==> src/rtl/ecc_lvl_pkg.sv <==
// Package: shared constants, the step decision type and the check-bit cost
// helper for the wear-adaptive ECC level controller.
// Assumes: every correctable bit costs the same number of check bits.
package ecc_lvl_pkg;

    // Check bits spent per correctable error over one 512-bit data word.
    localparam int unsigned ECC_BITS_PER_LEVEL = 10;
    localparam int unsigned ECC_DATA_WORD_BITS = 512;

    // Outcome of evaluating one write event against the threshold table.
    typedef enum logic [1:0] {
        STEP_NONE   = 2'd0,
        STEP_RAISE  = 2'd1,
        STEP_CAPPED = 2'd2
    } step_e;

    // Check-bit cost of a protection level.
    function automatic int unsigned ecc_bits_for(input int unsigned level);
        return level * ECC_BITS_PER_LEVEL;
    endfunction

endpackage

==> src/rtl/ecc_wear_tally.sv <==
// Module: per-group saturating write tallies.
// What it does: keeps one TALLY_W-bit counter per page group. On an event it
// bumps the tagged group's counter and exposes the post-event value.
// Assumes: hit_gid is below NUM_GROUPS whenever hit_valid is high.
module ecc_wear_tally #(
    parameter int NUM_GROUPS = 8,
    parameter int GID_W      = 3,
    parameter int TALLY_W    = 10
) (
    input  logic               clk,
    input  logic               rst_n,
    input  logic               hit_valid,
    input  logic [GID_W-1:0]   hit_gid,
    output logic [TALLY_W-1:0] hit_tally_next
);

    localparam logic [TALLY_W-1:0] TALLY_MAX = {TALLY_W{1'b1}};

    logic [TALLY_W-1:0] tally_q [NUM_GROUPS];
    logic [TALLY_W-1:0] hit_tally_cur;

    // Select the tally of the group named by the event.
    assign hit_tally_cur = tally_q[hit_gid];

    // Saturating increment: a worn-out counter must never wrap to fresh.
    assign hit_tally_next = (hit_tally_cur == TALLY_MAX) ? hit_tally_cur
                                                         : hit_tally_cur + 1'b1;

    for (genvar g = 0; g < NUM_GROUPS; g++) begin : g_tally
        // Hold or advance this group's tally.
        always_ff @(posedge clk) begin
            if (!rst_n) begin
                tally_q[g] <= '0;
            end else if (hit_valid && hit_gid == GID_W'(g)) begin
                tally_q[g] <= hit_tally_next;
            end
        end
    end

endmodule

==> src/rtl/ecc_level_step.sv <==
// Module: threshold comparison for one write event.
// What it does: picks the table entry that belongs to the current level and
// decides whether the post-event tally earns one more level.
// Assumes: cur_level lies in [BASE_LEVEL, MAX_LEVEL]; the table is meant to
// be ascending, though any order still yields one step per event.
module ecc_level_step
    import ecc_lvl_pkg::*;
#(
    parameter int TALLY_W    = 10,
    parameter int LVL_W      = 3,
    parameter int BASE_LEVEL = 1,
    parameter int MAX_LEVEL  = 6,
    parameter int NUM_STEPS  = MAX_LEVEL - BASE_LEVEL
) (
    input  logic [LVL_W-1:0]           cur_level,
    input  logic [TALLY_W-1:0]         tally_next,
    input  logic [NUM_STEPS*TALLY_W-1:0] thr_table,
    output step_e                      step,
    output logic [LVL_W-1:0]           next_level
);

    localparam logic [LVL_W-1:0] LVL_TOP = LVL_W'(MAX_LEVEL);

    logic [TALLY_W-1:0] thr_sel;

    // Pick the threshold entry indexed by (level - BASE_LEVEL).
    always_comb begin
        thr_sel = {TALLY_W{1'b1}};
        for (int k = 0; k < NUM_STEPS; k++) begin
            if (cur_level == LVL_W'(BASE_LEVEL + k)) begin
                thr_sel = thr_table[k*TALLY_W +: TALLY_W];
            end
        end
    end

    // Decide the step: capped at the top, else raise when the tally has reached the entry.
    always_comb begin
        if (cur_level >= LVL_TOP) begin
            step = STEP_CAPPED;
        end else if (tally_next >= thr_sel) begin
            step = STEP_RAISE;
        end else begin
            step = STEP_NONE;
        end
    end

    // Candidate level after one step.
    assign next_level = cur_level + 1'b1;

endmodule

==> src/rtl/ecc_level_bank.sv <==
// Module: per-group protection levels and the level-change notice.
// What it does: stores one level per group. It applies a raise from the step
// logic and registers a one-cycle pulse that carries the group and new level.
// Assumes: levels only climb; no path lowers a level outside reset.
module ecc_level_bank
    import ecc_lvl_pkg::*;
#(
    parameter int NUM_GROUPS = 8,
    parameter int GID_W      = 3,
    parameter int LVL_W      = 3,
    parameter int BASE_LEVEL = 1
) (
    input  logic             clk,
    input  logic             rst_n,
    input  logic             hit_valid,
    input  logic [GID_W-1:0] hit_gid,
    input  step_e            step,
    input  logic [LVL_W-1:0] new_level,
    input  logic [GID_W-1:0] qry_gid,
    output logic [LVL_W-1:0] hit_level,
    output logic [LVL_W-1:0] qry_level,
    output logic             raise_pulse,
    output logic [GID_W-1:0] raise_gid,
    output logic [LVL_W-1:0] raise_level
);

    logic [LVL_W-1:0] level_q [NUM_GROUPS];
    logic             do_raise;

    // Level of the group under write, fed to the step logic.
    assign hit_level = level_q[hit_gid];

    // Level of the group under query, before this edge's update.
    assign qry_level = level_q[qry_gid];

    // A raise is committed only for a valid event judged RAISE.
    assign do_raise = hit_valid && (step == STEP_RAISE);

    for (genvar g = 0; g < NUM_GROUPS; g++) begin : g_level
        // Hold or step this group's level.
        always_ff @(posedge clk) begin
            if (!rst_n) begin
                level_q[g] <= LVL_W'(BASE_LEVEL);
            end else if (do_raise && hit_gid == GID_W'(g)) begin
                level_q[g] <= new_level;
            end
        end
    end

    // One-cycle change notice for the ECC page allocator.
    always_ff @(posedge clk) begin
        if (!rst_n) begin
            raise_pulse <= 1'b0;
            raise_gid   <= '0;
            raise_level <= '0;
        end else begin
            raise_pulse <= do_raise;
            if (do_raise) begin
                raise_gid   <= hit_gid;
                raise_level <= new_level;
            end
        end
    end

endmodule

==> src/rtl/ecc_query_port.sv <==
// Module: registered level lookup for the ECC datapath.
// What it does: latches the queried level and its check-bit cost each cycle.
// Assumes: the level handed in is the value before this edge's update.
module ecc_query_port
    import ecc_lvl_pkg::*;
#(
    parameter int LVL_W  = 3,
    parameter int BITS_W = 6
) (
    input  logic              clk,
    input  logic              rst_n,
    input  logic [LVL_W-1:0]  lvl_in,
    output logic [LVL_W-1:0]  qry_level,
    output logic [BITS_W-1:0] qry_bits
);

    logic [BITS_W-1:0] bits_calc;

    // Check-bit cost of the looked-up level.
    assign bits_calc = BITS_W'(ecc_bits_for(int'(lvl_in)));

    // Register level and cost together for a one-cycle lookup.
    always_ff @(posedge clk) begin
        if (!rst_n) begin
            qry_level <= '0;
            qry_bits  <= '0;
        end else begin
            qry_level <= lvl_in;
            qry_bits  <= bits_calc;
        end
    end

endmodule

==> src/rtl/ecc_wear_level_ctrl.sv <==
// Module: top of the wear-adaptive ECC level controller.
// What it does: counts writes per page group, steps each group's protection
// level through a programmable threshold table, notifies the allocator of
// every step, and answers level queries from the ECC datapath.
// Assumes: group IDs are below NUM_GROUPS; the table is stable while events
// that depend on it arrive.
module ecc_wear_level_ctrl
    import ecc_lvl_pkg::*;
#(
    parameter int NUM_GROUPS = 8,
    parameter int GID_W      = $clog2(NUM_GROUPS),
    parameter int TALLY_W    = 10,
    parameter int BASE_LEVEL = 1,
    parameter int MAX_LEVEL  = 6,
    parameter int NUM_STEPS  = MAX_LEVEL - BASE_LEVEL,
    parameter int LVL_W      = $clog2(MAX_LEVEL + 1),
    parameter int BITS_W     = $clog2(MAX_LEVEL * ECC_BITS_PER_LEVEL + 1)
) (
    input  logic                         clk,
    input  logic                         rst_n,
    input  logic                         wr_valid_i,
    input  logic [GID_W-1:0]             wr_gid_i,
    input  logic [NUM_STEPS*TALLY_W-1:0] thr_table_i,
    input  logic [GID_W-1:0]             qry_gid_i,
    output logic [LVL_W-1:0]             qry_level_o,
    output logic [BITS_W-1:0]            qry_ecc_bits_o,
    output logic                         raise_pulse_o,
    output logic [GID_W-1:0]             raise_gid_o,
    output logic [LVL_W-1:0]             raise_level_o
);

    logic [TALLY_W-1:0] tally_next;
    logic [LVL_W-1:0]   hit_level;
    logic [LVL_W-1:0]   next_level;
    logic [LVL_W-1:0]   qry_level_raw;
    step_e              step;

    // Per-group write tallies.
    ecc_wear_tally #(
        .NUM_GROUPS (NUM_GROUPS),
        .GID_W      (GID_W),
        .TALLY_W    (TALLY_W)
    ) tally_i (
        .clk            (clk),
        .rst_n          (rst_n),
        .hit_valid      (wr_valid_i),
        .hit_gid        (wr_gid_i),
        .hit_tally_next (tally_next)
    );

    // Threshold comparison for the current event.
    ecc_level_step #(
        .TALLY_W    (TALLY_W),
        .LVL_W      (LVL_W),
        .BASE_LEVEL (BASE_LEVEL),
        .MAX_LEVEL  (MAX_LEVEL),
        .NUM_STEPS  (NUM_STEPS)
    ) step_i (
        .cur_level  (hit_level),
        .tally_next (tally_next),
        .thr_table  (thr_table_i),
        .step       (step),
        .next_level (next_level)
    );

    // Level storage and change notice.
    ecc_level_bank #(
        .NUM_GROUPS (NUM_GROUPS),
        .GID_W      (GID_W),
        .LVL_W      (LVL_W),
        .BASE_LEVEL (BASE_LEVEL)
    ) bank_i (
        .clk         (clk),
        .rst_n       (rst_n),
        .hit_valid   (wr_valid_i),
        .hit_gid     (wr_gid_i),
        .step        (step),
        .new_level   (next_level),
        .qry_gid     (qry_gid_i),
        .hit_level   (hit_level),
        .qry_level   (qry_level_raw),
        .raise_pulse (raise_pulse_o),
        .raise_gid   (raise_gid_o),
        .raise_level (raise_level_o)
    );

    // Registered lookup toward the ECC datapath.
    ecc_query_port #(
        .LVL_W  (LVL_W),
        .BITS_W (BITS_W)
    ) query_i (
        .clk       (clk),
        .rst_n     (rst_n),
        .lvl_in    (qry_level_raw),
        .qry_level (qry_level_o),
        .qry_bits  (qry_ecc_bits_o)
    );

endmodule

==> config.mk <==
export PLATFORM = sky130hd
export DESIGN_NAME = ecc_wear_level_ctrl
export DESIGN_NICKNAME = d
export VERILOG_FILES = /design/src/rtl/ecc_lvl_pkg.sv /design/src/rtl/ecc_wear_tally.sv /design/src/rtl/ecc_level_step.sv /design/src/rtl/ecc_level_bank.sv /design/src/rtl/ecc_query_port.sv /design/src/rtl/ecc_wear_level_ctrl.sv
export SDC_FILE = /design/constraint.sdc
export NUM_CORES = 1
export LEC_CHECK = 0
export CORE_ASPECT_RATIO = 0.6
export CORE_UTILIZATION = 55
export CTS_CLUSTER_DIAMETER = 30
export DETAILED_ROUTE_END_ITERATION = 10
export DONT_BUFFER_PORTS = 1
export PLACE_DENSITY = 0.73
export SLEW_MARGIN = 30
export SYNTH_ARGS = -nofsm -noshare
export SYNTH_HDL_FRONTEND = slang
export SYNTH_SLANG_ARGS = --single-unit
export TNS_END_PERCENT = 20
==> constraint.sdc <==
create_clock -name clk -period 6.4 [get_ports clk]
set_clock_uncertainty 0.2 [all_clocks]
set_input_delay 0.64 -clock clk [delete_from_list [all_inputs] [get_ports clk]]
set_output_delay 0.64 -clock clk [all_outputs]
set_load 0.03 [all_outputs]
======== Yosys cells after proc, flatten, opt, wreduce, memory -nomap -nowiden ========
Memories as Yosys holds them, arrays and structs flattened.
Index checks and enable logic that the tools add are counted.
cells by class
  add/subtract/negate cells ............... 2
  $mul .................................... 1
  order comparisons ....................... 2
  equality and inequality tests ........... 14
  multiplexer cells ....................... 73
  bitwise operators ....................... 16
  reduce and logical (&&, ||, !) cells .... 18
operators with widths
  kind                                                                    count
  10-bit 2-to-1 mux                                                       14
  1-bit 2-to-1 mux                                                        50
  3-bit 2-to-1 mux                                                        8
  3-bit equality test (second input constant)                             6
  1-bit logical AND                                                       17
  1-bit OR                                                                16
  3-bit by 2-bit equality test with 1-bit output (second input constant)  4
  10-bit by 1-bit adder with 10-bit output (second input constant)        1
  10-bit equality test (second input constant)                            1
  10-bit >= comparator                                                    1
  3-bit by 1-bit equality test with 1-bit output (second input constant)  2
  3-bit by 3-bit multiplier with 5-bit output (second input constant)     1
  3-bit by 1-bit adder with 3-bit output (second input constant)          1
  3-bit >= comparator (second input constant)                             1
  3-bit zero test                                                         1
  2-bit by 1-bit equality test with 1-bit output (second input constant)  1
  2-bit 2-to-1 mux                                                        1
word-level totals
  register bits after elaboration ......... 16
  RAM bits ................................ 104
  bits of input ports ..................... 59
  output and inout bits ................... 16
  word-level logic and storage cells ...... 134
  memories kept ........................... 2
memories
  name             depth  bits a word  read ports  clocked after Yosys merged registers in  wr ports  RTL line              source
  tally_i.tally_q  8      10           1           0                                        8         ecc_wear_tally.sv:19  logic [TALLY_W-1:0] tally_q [NUM_GROUPS];
  bank_i.level_q   8      3            2           0                                        8         ecc_level_bank.sv:27  logic [LVL_W-1:0] level_q [NUM_GROUPS];

======== Logic depth before layout (Yosys ltp) ========
Gate-level depths: netlist (run 1).
An unclocked memory read counts as a cell.
  word-level depth ........................ 17
  mapped depth ............................ 26
  gate-level depth less buffers ........... 19

======== Hierarchy ========
Synthesis (run 1) repeated with hierarchy kept, for this count alone.
second synthesis, totals
  cells, all modules ...................... 613
  area, all modules ....................... 6874.1 um^2
by module, submodules not included
  module          instances  cells each  area each (um^2)  seq. area each (um^2)
  ecc_wear_tally  1          321         4187.8            2402.3
  ecc_level_bank  1          144         1621.6            860.8
  ecc_level_step  1          129         845.8             0.0
  ecc_query_port  1          19          219.0             120.1

======== Least setup slack after synthesis (run 1) ========
OpenSTA, ideal clock, no wires.
  path kind ............................... in2reg
  start point ............................. input wr_gid_i[1]
  end point ............................... memory bank_i.level_q[2][0] (enable)
  setup time .............................. 344 ps
  arrival time ............................ 4752 ps
  data required time ...................... 5856 ps
  path slack .............................. 1103 ps
  stages .................................. 25
  path buffers ............................ 7
  cell sequence ........................... buf_6 > buf_12 > buf_8 > mux4_2 > nand2_1 > nand2_1 > inv_1 > clkbuf_1 > buf_1 > ha_1 > inv_1 > clkbuf_1 > o22ai_1 > nor2_1 > a31oi_1 > o21ai_0 > ha_1 > nand2b_1 > a21oi_1 > o21ai_0 > a21oi_1 > o21ai_0 > nand2_1 > clkbuf_1 > o21ai_0
RTL lines
  what                RTL line                   source
  start: declaration  ecc_wear_level_ctrl.sv:22  input logic [GID_W-1:0] wr_gid_i,
  end: declaration    ecc_level_bank.sv:27

==> results of run 1 <==
[power breakdown]
group / switching, W / internal (W)
Combinational: 0.000224 / 0.000125
Sequential: 0.0000364 / 0.000872
Clock: 0.000371 / 0.000634
[registers in the layout (all words and copies together), names as in the netlist]
register,flops
bank_i.raise_gid,3
query_i.qry_level,1
bank_i.raise_level,3
bank_i.raise_pulse,1
bank_i.level_q,24
query_i.qry_bits,5
tally_i.tally_q,80
[layer usage]
layer	part of all wire	routed length [µm]	track usage	vias up
met5	0	0	0	-
met4	0.015	288	0.103	0
met3	0.14	2540	0.108	30
met2	0.43	7980	0.444	373
met1	0.42	7880	0.460	2524
li1	-	-	-	2254
[metrics by stage]
stage               total power, W   util
floorplan                  0.00117      -
global placement           0.00124  0.583
detailed placement         0.00126  0.583
CTS                        0.00225  0.637
global route               0.00232  0.637
finish                     0.00226  0.637
[final cells by class]
class	instances	area, µm²
Clock buffer	20	489
Clock inverter	12	138
Fill cell	920	4170
Inverter	30	113
Multi-Input combinational cell	425	2880
Sequential cell	117	3380
Tap cell	160	200
Timing Repair Buffer	16	120
[kinds of logic after synthesis]
family / synth area share
and+or+nand+nor: 0.175
other: 0.000567
xor gates and xnor gates: 0.00889
muxes: 0.102
DFF: 0.511
adders and majority gates: 0.0340
buffers and inverters: 0.0537
AOI/OAI and AO/OA: 0.115
[Yosys cell counts, types with 2 or more instances]
cell	instances	area [µm²]
edfxtp_1	104	3120
a21oi_1	18	90.1
mux2i_1	22	220
and2_1	8	50.1
nor3_1	16	80.1
buf_1	3	11.3
or3_1	2	12.5
nand4_1	9	56.3
nor2_1	98	368
buf_12	2	40.0
clkinv_1	2	7.51
xnor2_1	2	17.5
a2bb2oi_1	4	35.0
nor3b_1	11	82.6
a21o_1	5	37.5
or4_1	2	15.0
ha_1	18	225
nand3b_1	5	37.5
dfxtp_1	13	260
clkbuf_1	22	82.6
nand2b_1	5	31.3
nor2b_1	17	106
o211ai_1	4	30.0
inv_1	28	105
nand2_1	32	120
buf_2	6	30.0
mux4_2	12	270
buf_4	7	52.6
o22ai_1	18	113
a211oi_1	8	60.1
a22oi_1	11	82.6
mux2_2	15	169
o21ai_0	38	190
nor4_1	13	81.3
nand3_1	7	35.0
[worst max-delay path: stages (launching register included)]
cell and delay, ns:
edfxtp_1 0.44, mux4_2 0.54, nand2_1 0.09, nand2_1 0.20, inv_1 0.21, ha_1 0.55, nor2b_1 0.21, o21ai_0 0.09
o22ai_1 0.21, nor2_1 0.08, a31oi_1 0.13, o21ai_0 0.11, ha_1 0.30, nand2b_1 0.09, a21oi_1 0.06, o21ai_0 0.18
a21oi_1 0.10, o21ai_0 0.36, nand2_1 0.09, buf_4 0.24, o21ai_0 0.46
[final timing paths]
path / startpoint / endpoint / slack [ns]
max: bank_i.level_q[6][0] / bank_i.level_q[4][1] / 1.08
min: rst_n / query_i.qry_bits[2] / 0.16
max reg2reg: bank_i.level_q[6][0] / bank_i.level_q[4][1] / 1.08
min reg2reg: bank_i.raise_level[1] / bank_i.raise_level[1] / 0.41
==> impl_metrics.json, run 1 <==
{
  "cts_max_level": 4,
  "globalRouteTotalUtil": 0.318,
  "cp.arrival_ns": 5.18,
  "worst_slack_ns": 1.08,
  "holdWs_ns": 0.156,
  "postCtsSetupBuffers": 0,
  "cp.required_ns": 6.26,
  "vias_per_cell": 6.64,
  "reg2regPathDepth": 20,
  "layout-drive-gt1-share": 0.142,
  "placement.io_buffers": 0,
  "syn_inst": 614,
  "synth_area_um2": 6620,
  "p_leak_nw": 2.75,
  "status": "complete, no violations",
  "stdcell_count": 780,
  "rows": 30,
  "grt_first_pass_wirelength_mm": 28.3,
  "setup_violations": 0,
  "fin_crit_sh": 0.832,
  "cts_num_sinks": 117,
  "drv_cap": 0,
  "ys_seq_area_frac": 0.511,
  "avgSynthCellArea_um2": 10.8,
  "syn_nets": 691,
  "synth_flop_cell": "edfxtp_1",
  "stdcell_area_um2": 7320,
  "endpoint_kind": "flip-flop",
  "grt_pass1_vias": 4890,
  "min-delay-path-class": "input port to flip-flop",
  "drt_iter0_markers": 587,
  "wire_per_inst_um": 24.0,
  "vias": 5181,
  "cts_hold_buf": 0,
  "initial_utilization": 0.576,
  "post_cts_resized": 0,
  "tns_ns": 0,
  "finalCriticalPeriod_ns": 5.32,
  "hpwl_mm": 13.1,
  "async_flop_share": 0,
  "layout_common_cells": "edfxtp_1 (104), nor2_1 (98), o21ai_0 (38), nand2_1 (32), inv_1 (28)",
  "cts_tree": "built",
  "clkTransAtPathRegs_ns": 0.06,
  "yosys_warnings": 0,
  "cp_max_fo": 28,
  "mostFrequentLayoutCell": "edfxtp_1",
  "dpl-instance-area_um2": 6690,
  "nets": 684,
  "core_um2": 11500,
  "tightest_slew_ns": 0.856,
  "slew_headroom": 0.426,
  "fmax_mhz": 188,
  "synth.distinct_cells": 62,
  "synth-seq-cells": 117,
  "diodes": 0,
  "drcViolationCount": 0,
  "min_path_cells": 1,
  "dpl.cell_count": 748,
  "ir_drop_mv": 0.200,
  "numCtsBuffers": 17,
  "die_y_um": 87.0,
  "chipWidth_um": 144,
  "pre_cts_ws_ns": 0.983,
  "ios": 75,
  "gp_congestion": 0.994,
  "area_delta_synth_final_pct": 10.6,
  "grt_max_degree": 63,
  "wl_mm": 18.7,
  "pwr_density_cell_nw_per_um2": 309,
  "globalRoute.totalOverflow": 0,
  "rsz0062_at_grt": "no",
  "hold_viol": 0,
  "die_area_um2": 12500,
  "synth_edf_count": 104,
  "cts-root-buf": "clkbuf_16",
  "clock_latency_ns": 0.42,
  "cp-start-kind": "flip-flop",
  "antenna_left": 0,
  "slew_violations": 0,
  "cts_buffer_depth": 2,
  "path_class": "flip-flop to flip-flop",
  "drt_pre_antenna_iters": 5,
  "antenna_found_initial": 0
}
(Power assumes the default switching activity.)
==> run 2: changes to the inputs <==
--- a/config.mk
+++ b/config.mk
@@ -10,7 +10,7 @@
 export CTS_CLUSTER_DIAMETER = 30
 export DETAILED_ROUTE_END_ITERATION = 10
 export DONT_BUFFER_PORTS = 1
-export PLACE_DENSITY = 0.73
+export PLACE_DENSITY = 0.76
 export SLEW_MARGIN = 30
 export SYNTH_ARGS = -nofsm -noshare
 export SYNTH_HDL_FRONTEND = slang
==> constraint.sdc (replaced) <==
create_clock -name clk -period 4.7 [get_ports clk]
set_clock_uncertainty 0.2 [all_clocks]
set_input_delay 0.47 -clock clk [delete_from_list [all_inputs] [get_ports clk]]
set_output_delay 0.47 -clock clk [all_outputs]
set_load 0.03 [all_outputs]
==> run 2 against run 1 <==
  * Design area up 3.5%
  * Clock power up 39%
  * Register-to-register slack worse by 0.85 ns
  * Largest cell class unchanged
  * Final cell count up 2.6%
  * Sequential share of layout area down 1.5 points
  * Flip-flop and latch count unchanged
  * Critical path depth down 2
==> impl_metrics.json, run 2 (synthesis results as in run 1) <==
{
  "cts_buffer_depth": 2,
  "register_area_um2": 3380,
  "layout_common_cells": "edfxtp_1 (104), nor2_1 (98), nand2_1 (30), buf_4 (30), inv_1 (27)",
  "antenna_left": 0,
  "vias_per_cell": 6.55,
  "globalRoute.totalOverflow": 0,
  "reg2regPathDepth": 18,
  "area_delta_synth_final_pct": 14.5,
  "cp.required_ns": 4.66,
  "cp_num_cells": 18,
  "placement.io_buffers": 0,
  "core_um2": 11500,
  "wl_mm": 19.2,
  "layout-drive-gt1-share": 0.191,
  "tightest_slew_ns": 0.580,
  "chipWidth_um": 144,
  "largest_reg_flops": 80,
  "vias": 5239,
  "numCtsBuffers": 17,
  "drt_pre_antenna_iters": 5,
  "swShare": 0.281,
  "cpLargestDelayFamily": "compound AO/OA/AOI/OAI gates",
  "multi_input_area_um2": 2950,
  "cp.arrival_ns": 4.43,
  "drt_iter0_markers": 688,
  "cp_slowest_cell": "mux4_2",
  "grt_pass1_vias": 5034,
  "cts_tree": "built",
  "cts_max_level": 4,
  "regMostFlops": "tally_i.tally_q",
  "nets": 704,
  "cp_slowest_stage_delay_ns": 0.51,
  "rows": 30,
  "p_int_w": 0.00226,
  "stdcell_count": 800,
  "path_buf_inv": 1,
  "crit_chain": "mux4_2, mux2_2, ha_2, buf_6, nor3b_2, o21ai_0, o22ai_1, nor2_1, a31oi_1, o21ai_0, ha_1, nand2b_1, a21oi_1, o21ai_1, a21oi_1, o21ai_2, nand2_4, or4_1",
  "drcViolationCount": 0,
  "pwr_density_cell_nw_per_um2": 416,
  "die_y_um": 87.0,
  "stdcell_area_um2": 7570,
  "combPwrFrac": 0.167,
  "drv_cap": 0,
  "finalCriticalPeriod_ns": 4.47,
  "fmax_mhz": 224,
  "slew_headroom": 0.609,
  "path_class": "flip-flop to flip-flop",
  "antenna_found_initial": 0,
  "die_area_um2": 12500,
  "cp_max_fo": 11,
  "ios": 75,
  "wire_per_inst_um": 24.0,
  "p_switching_w": 0.000886,
  "cts_num_sinks": 117,
  "globalRouteTotalUtil": 0.328,
  "fin_total_pwr_w": 0.00315,
  "diodes": 0,
  "clock_latency_ns": 0.43,
  "cts-root-buf": "clkbuf_16",
  "status": "complete, no violations",
  "dpl-instance-area_um2": 6850,
  "mostFrequentLayoutCell": "edfxtp_1",
  "p_leak_nw": 2.88,
  "gp_congestion": 0.922,
  "final_util": 0.659,
  "grt_first_pass_wirelength_mm": 29.0,
  "fin_crit_sh": 0.951,
  "pwr-share-clk": 0.440,
  "nFillCells": 908,
  "hold_viol": 0,
  "ir_drop_mv": 0.327,
  "clkTransAtPathRegs_ns": 0.06,
  "initial_utilization": 0.576,
  "min_path_cells": 2,
  "power_frac_seq": 0.392,
  "dpl.cell_count": 764,
  "slew_violations": 0,
  "min-delay-path-class": "input port to flip-flop",
  "grt_max_degree": 63,
  "cp-start-kind": "flip-flop",
  "setup_violations": 0,
  "largestRegisters": "tally_i.tally_q (80), bank_i.level_q (24), query_i.qry_bits (5)",
  "endpoint_kind": "flip-flop",
  "hpwl_mm": 13.5
}
run 2: power groups by stage:
stage,clock network [W],logic [W],registers (W)
CTS,0.00138,0.000500,0.00124
global route,0.00144,0.000571,0.00124
global placement,0,0.000477,0.00125
floorplan,0,0.000362,0.00124
detailed placement,0,0.000493,0.00126
finish,0.00139,0.000527,0.00124
run 2: timing repair:
| item | in CTS | in global routing |
|---|---|---|
| hold buffers | 2 | 0 |
| resized for setup | 0 | 18 |
| setup endpoints to repair | 0 | 54 |
| endpoints found under the hold margin | 6 | 0 |
| buffers inserted | 0 | 1 |
run 2: worst reg2reg max path: stages (launching register included):
cell and delay, ns:
edfxtp_1 0.43, mux4_2 0.51, mux2_2 0.34, ha_2 0.21
buf_6 0.14, nor3b_2 0.17, o21ai_0 0.10, o22ai_1 0.22
nor2_1 0.07, a31oi_1 0.16, o21ai_0 0.12, ha_1 0.29
nand2b_1 0.09, a21oi_1 0.06, o21ai_1 0.13, a21oi_1 0.09
o21ai_2 0.27, nand2_4 0.14, or4_1 0.48
run 2: cell type report:
cell class | count | area share
tap | 160 | 0.0264
clock inverter | 9 | 0.0126
sequential | 117 | 0.447
multi-input combinational | 425 | 0.390
clock buffer | 23 | 0.0717
inverter | 30 | 0.0154
timing repair buffer | 36 | 0.0375
run 2: path summary, 6_finish.rpt:
path / startpoint / to / slack, ns
worst min register to register: bank_i.raise_gid[0] / bank_i.raise_gid[0] / 0.42
worst max register to register: bank_i.level_q[3][1] / bank_i.level_q[6][0] / 0.23
worst max-delay path: bank_i.level_q[3][1] / bank_i.level_q[6][0] / 0.23
worst min-delay path: rst_n / bank_i.raise_gid[2] / 0.01
run 2: metrics by stage:
step / hold slack (ns) / setup TNS [ns] / setup slack (ns)
CTS: 0.000320 / 0 / 0.104
finish: 0.0124 / 0 / 0.230
floorplan: 0.382 / -0.0153 / -0.00771
global placement: 0.391 / 0 / 0.238
global route: 0.00912 / -0.0657 / -0.0338
detailed placement: 0.395 / 0 / 0.0823
run 2: per-layer routing:
| layer | global-route usage | vias to the layer above | wire length (µm) |
|---|---|---|---|
| met1 | 0.466 | 2523 | 8080 |
| met5 | 0 | - | 0 |
| met2 | 0.452 | 375 | 8020 |
| met3 | 0.138 | 38 | 2750 |
| met4 | 0.102 | 0 | 335 |
| li1 | - | 2303 | - |
